==> config.mk <==
export PLATFORM = sky130hd
export DESIGN_NAME = sys_ctl_port
export DESIGN_NICKNAME = d
export VERILOG_FILES = /design/src/rtl/scp_pkg.sv /design/src/rtl/scp_decode.sv /design/src/rtl/scp_store.sv /design/src/rtl/scp_edge.sv /design/src/rtl/sys_ctl_port.sv
export SDC_FILE = /design/constraint.sdc
export NUM_CORES = 1
export LEC_CHECK = 0
export BUFFER_PORTS_ARGS = -buffer_cell sky130_fd_sc_hd__buf_2
export CORE_MARGIN = 1.5
export CORE_UTILIZATION = 32
export DETAILED_ROUTE_END_ITERATION = 7
export GPL_TIMING_DRIVEN = 1
export HOLD_SLACK_MARGIN = 0.08
export PLACE_DENSITY_LB_ADDON = 0.25
export SLEW_MARGIN = 20
export SYNTH_ARGS = -nofsm -noshare
export SYNTH_HDL_FRONTEND = slang
export SYNTH_SLANG_ARGS = --single-unit
export TNS_END_PERCENT = 30
==> constraint.sdc <==
create_clock -name clk -period 1.1 [get_ports clk]
set_input_delay 0.055 -clock clk [delete_from_list [all_inputs] [get_ports clk]]
set_output_delay 0.055 -clock clk [all_outputs]
set_load 0.02 [all_outputs]
==> src/rtl/scp_pkg.sv <==
package scp_pkg;
  localparam int unsigned SCP_DATA_W = 8;
  localparam int unsigned SCP_RQ_BIT = 0;  // bit whose rising edge requests a reset
  localparam int unsigned SCP_GT_BIT = 1;  // bit driving the address-20 gate
  typedef struct packed {
    logic wr_hit;
    logic rd_hit;
  } scp_req_t;
endpackage

==> src/rtl/scp_decode.sv <==
module scp_decode
  import scp_pkg::*;
#(
  parameter int unsigned ADDR_W    = 16,
  parameter logic [ADDR_W-1:0] PORT_ADDR = 'h92
) (
  input  logic [ADDR_W-1:0] addr,
  input  logic              wr,
  input  logic              rd,
  output scp_req_t          req
);
  logic match;
  assign match      = (addr == PORT_ADDR);
  assign req.wr_hit = wr & match;
  assign req.rd_hit = rd & match;
endmodule

==> src/rtl/scp_store.sv <==
module scp_store #(
  parameter int unsigned DATA_W  = 8,
  parameter int unsigned CLR_BIT = 0
) (
  input  logic              clk,
  input  logic              rst,
  input  logic              dev_rst,
  input  logic              wr_en,
  input  logic [DATA_W-1:0] wdata,
  output logic [DATA_W-1:0] q
);
  logic [DATA_W-1:0] nxt;

  always_comb begin
    nxt = q;
    if (wr_en) nxt = wdata;
    if (dev_rst) nxt[CLR_BIT] = 1'b0;
  end

  always_ff @(posedge clk) begin
    if (rst) q <= '0;
    else     q <= nxt;
  end

  AST_POR_CLEAR: assert property (@(posedge clk) rst |=> (q == '0));
  AST_DEVRST_KEEP: assert property (@(posedge clk) disable iff (rst)
    ($past(dev_rst) && !$past(wr_en) && !$past(rst)) |->
      (q[DATA_W-1:1] == $past(q[DATA_W-1:1])) && !q[CLR_BIT]);
  AST_WR_DEVRST: assert property (@(posedge clk) disable iff (rst)
    ($past(dev_rst) && $past(wr_en) && !$past(rst)) |->
      (q[DATA_W-1:1] == $past(wdata[DATA_W-1:1])) && !q[CLR_BIT]);
endmodule

==> src/rtl/scp_edge.sv <==
module scp_edge (
  input  logic clk,
  input  logic rst,
  input  logic dev_rst,
  input  logic wr_en,
  input  logic new_bit,
  input  logic cur_bit,
  output logic pulse
);
  logic fire;
  assign fire = wr_en & new_bit & ~cur_bit & ~dev_rst;

  always_ff @(posedge clk) begin
    if (rst) pulse <= 1'b0;
    else     pulse <= fire;
  end

  AST_PULSE_CAUSE: assert property (@(posedge clk) disable iff (rst)
    pulse |-> ($past(wr_en) && $past(new_bit) && !$past(cur_bit) && !$past(dev_rst)));
  AST_NO_REARM: assert property (@(posedge clk) disable iff (rst)
    (wr_en && cur_bit) |=> !pulse);
  AST_PULSE_SINGLE: assert property (@(posedge clk) disable iff (rst)
    pulse |=> !pulse);
endmodule

==> src/rtl/sys_ctl_port.sv <==
module sys_ctl_port
  import scp_pkg::*;
#(
  parameter int unsigned ADDR_W    = 16,
  parameter logic [ADDR_W-1:0] PORT_ADDR = 'h92,
  parameter int unsigned DATA_W    = SCP_DATA_W
) (
  input  logic              clk,
  input  logic              rst,
  input  logic              dev_rst,
  input  logic [ADDR_W-1:0] bus_addr,
  input  logic              bus_wr,
  input  logic [DATA_W-1:0] bus_wdata,
  input  logic              bus_rd,
  output logic [DATA_W-1:0] bus_rdata,
  output logic              addr20_gate,
  output logic              sys_rst_pulse
);
  scp_req_t          req;
  logic [DATA_W-1:0] stored;

  scp_decode #(.ADDR_W(ADDR_W), .PORT_ADDR(PORT_ADDR)) u_dec (
    .addr(bus_addr), .wr(bus_wr), .rd(bus_rd), .req(req)
  );

  scp_store #(.DATA_W(DATA_W), .CLR_BIT(SCP_RQ_BIT)) u_reg (
    .clk(clk), .rst(rst), .dev_rst(dev_rst), .wr_en(req.wr_hit),
    .wdata(bus_wdata), .q(stored)
  );

  scp_edge u_edge (
    .clk(clk), .rst(rst), .dev_rst(dev_rst), .wr_en(req.wr_hit),
    .new_bit(bus_wdata[SCP_RQ_BIT]), .cur_bit(stored[SCP_RQ_BIT]),
    .pulse(sys_rst_pulse)
  );

  assign bus_rdata   = req.rd_hit ? stored : '0;
  assign addr20_gate = stored[SCP_GT_BIT];

  AST_MISS_IGNORED: assert property (@(posedge clk) disable iff (rst)
    ($past(bus_wr) && ($past(bus_addr) != PORT_ADDR) && !$past(dev_rst) && !$past(rst))
      |-> ($stable(addr20_gate) && !sys_rst_pulse));
  AST_GATE_READ: assert property (@(posedge clk) disable iff (rst)
    (bus_rd && bus_addr == PORT_ADDR) |-> (bus_rdata[SCP_GT_BIT] == addr20_gate));
  AST_IDLE_READ_ZERO: assert property (@(posedge clk) disable iff (rst)
    !bus_rd |-> (bus_rdata == '0));
endmodule

==> out/metrics.csv <==
stage;metric;value;unit
status;status;complete, but fails checks;
status;violations;negative setup slack;
worst_setup_path;crit_required;1.04;ns
detailed_routing;vias;671;
pwr;p_clk_frac;0.359;
place;dpl_cell_area;699;um2
worst_setup_path;crit_chain;buf_2 > nor4b_4 > and4_4 > buf_12 > and3_1 > buf_6;
die;ioPinCount;39;
logic_synthesis;synth-async-reset-ratio;0;
worst_setup_path;path_max_fanout;7;
pwr;power_switching;0.179;mW
die;die_w;41.4;um
logic_synthesis;synth.distinct_cells;17;
worst_setup_path;critical_path_class;in2out;
worst_setup_path;cp_slowest_stage_delay;0.31;ns
worst_setup_path;crit_path_end_kind;output pin;
sta;max_freq;0.792;GHz
die;core_area;1330;um2
logic_synthesis;synth_most_common_cell;dfxtp_1;
pwr;combPwrFrac;0.195;
detailed_routing;dr.pass1.iters;4;
final_layout;fillers;100;
worst_setup_path;critPathTopFamily;simple AND/OR/NAND/NOR gates;
place;gp_congestion;0.741;
sta;slew_headroom;0.827;
worst_setup_path;crit_slowest_cell;and4_4;
worst_setup_path;startpoint;bus_addr[0];
worst_hold_path;hold_path.startpoint;rst;
place;place_inst;107;
sta;post-route-period-util;1.15;
logic_synthesis;synth_area_leader_cell;dfxtp_1;
sta;setup_viol;8;
die;die-area;1710;um2
worst_setup_path;reg2reg_from;u_reg.q[0]$_SDFFE_PP0P_;
final_layout;seq_area;180;um2
clock_tree;clkTransAtPathRegs;0.06;ns
global_route;grt_max_degree;15;
clock_tree;cts_buffers;3;
place;hpwl;939;um
global_route;antenna_found_initial;0;
final_layout;nNetsFinal;140;
detailed_routing;viasPerCell;5.37;
logic_synthesis;syn_area;472;um2
pwr;cellInternalPower;0.552;mW
clock_tree;cts.sinks;9;
final_layout;area_growth;115;%
logic_synthesis;synth-edff-count;0;
pwr;p_leak;0.458;nW
sta;rsz0062_at_grt;true;
detailed_routing;post-route-drc-count;0;
die;fp.dieH;41.4;um
die;start_util;0.354;
sta;period_needed;1.26;ns
clock_tree;cts_tree;done;
logic_synthesis;synth_area_per_cell;8.74;um2
clock_tree;clock-root-buffer;clkbuf_4;
detailed_routing;wl;1820;um
pwr;p_seq_frac;0.446;
logic_synthesis;ys_warn_count;0;
clock_tree;clock_path_buffers;2;
sta;drv_slew;0;
worst_setup_path;cp.arrival;1.21;ns
logic_synthesis;synth-main-ff-cell;dfxtp_1;
logic_synthesis;syn-num-nets;83;
global_route;grt_pass1_wl;2130;um
global_route;grt_pass1_vias;472;
final_layout;drive_gt1_frac;0.555;
final_layout;design_area;1010;um2
logic_synthesis;synth_top_area_frac;0.382;
logic_synthesis;postSynthCellCount;54;
clock_tree;clock_latency;0.27;ns
logic_synthesis;synth-seq-cells;9;
logic_synthesis;netlist_top_cells_area;dfxtp_1, and3_1, nor4b_2, nand3_1, o21ai_0;
sta;worstMarginPinSlew;0.260;ns
detailed_routing;routedWlPerCell;14.5;um
global_route;grt_overflow;0;
clock_tree;h-tree-depth;1;
logic_synthesis;ys_seq_area_frac;0.382;
place;portBuffers;38;
pwr;p_per_area;722;nW/um2
final_layout;n_antenna_cell;0;
detailed_routing;final_antenna_net_count;0;
final_layout;multi_input_comb_area;327;um2
global_route;grtUsageTotal;0.197;
pwr;ir_drop;0.564;mV
detailed_routing;drtIter0Drc;30;
worst_setup_path;setup.worst_path.start_class;input port;
sta;finalClockSkew;0.0000163;ns
worst_hold_path;hold_path_class;in2reg;
sta;hold_violations;0;
pwr;p_sw_frac;0.245;
flow_run;maxCapViolations;0;
worst_setup_path;cp_num_buf_inv;3;
die;num_rows;13;
sta;setup_ws;-0.162;ns
logic_synthesis;netlist_top_cells_count;dfxtp_1, and3_1, nand3_1, o21ai_0, a21oi_1;
final_layout;finalNonFillerCells;125;
[power groups by stage]
stage | clock, mW | sequential (mW) | combinational [mW]
2_1_floorplan | 0 | 0.333 | 0.0218
3_3_place_gp | 0 | 0.333 | 0.0831
3_5_place_dp | 0 | 0.333 | 0.0843
4_1_cts | 0.267 | 0.326 | 0.124
5_1_grt | 0.289 | 0.325 | 0.151
6_report | 0.262 | 0.326 | 0.142
[cells by family (layout without fill, tap and decap cells)]
logic type,Yosys count,in the layout,synth area share
AOI/OAI and AO/OA,16,16,0.175
and+or+nand+nor,24,24,0.377
DFF,9,9,0.382
buffers and inverters,5,61,0.0663
[worst paths after layout]
check                                          endpoint  slack (ns)  cells after the start
worst max-delay path                       bus_rdata[6]       -0.16                      6
worst min register to register  u_reg.q[2]$_SDFFE_PP0P_        0.47                      2
worst max register to register  u_edge.pulse$_SDFF_PP0_        0.03                      2
worst min-delay path            u_edge.pulse$_SDFF_PP0_        0.08                      3
[timing repair]
item / in CTS / in global routing
hold endpoints to repair: 9 / 2
pin swaps: 1 / 8
endpoints found under the setup margin: 8 / 10
cloned: 0 / 1
hold buffers: 9 / 1
resized for setup: 15 / 20
buffers inserted: 2 / 1
[worst min-delay path, stage by stage]
cell	delay [ns]
buf_2	0.10
or4b_4	0.12
nor3_2	0.03
[cell type report]
cell class | count | share of cell area
flip-flops and latches | 9 | 0.178
repair buffers | 56 | 0.451
multi-input cells | 40 | 0.323
inverters | 1 | 0.00371
clock buffers | 4 | 0.0260
well taps | 15 | 0.0185
[per-stage QoR]
stage,hold WS [ns],setup WS (ns),power [mW],util,setup TNS [ns]
CTS,0.0774,-0.114,0.716,0.673,-0.927
finish,0.0752,-0.162,0.730,0.759,-0.953
global route,0.0677,-0.199,0.766,0.759,-1.29
floorplan,0.133,0.0109,0.355,-,0
global placement,0.242,-0.163,0.416,0.524,-2.19
detailed placement,0.246,-0.178,0.417,0.524,-2.35
[placed cells by master, fill, tap and decap left out]
master and n:
clkbuf_16 1, and4_4 1, dfxtp_1 9, or4b_4 1, buf_12 1, dlygate4sd3_1 9, a21oi_1 7, clkbuf_4 3
nand3_1 7, buf_4 6, buf_6 13, clkbuf_1 1, a211oi_2 1, nand4_1 1, nor3_2 1, nand3_2 1
nor4_4 1, o21ai_1 2, inv_1 1, and3_1 6, nor4b_4 3, buf_2 26, o21ai_0 6, and3_4 2
[state kept, by name, summed over array words and instances, names as in the netlist]
signal / flops
u_reg.q: 8
u_edge.pulse: 1
[routing by layer]
layer  wire (um)  global-route usage  up-vias
li1            -                   -      321
met1         687               0.264      296
met5           0                   0        -
met3         154              0.0638       10
met2         916               0.293       44
met4          60              0.0726        0
(Power assumes the default switching activity.)
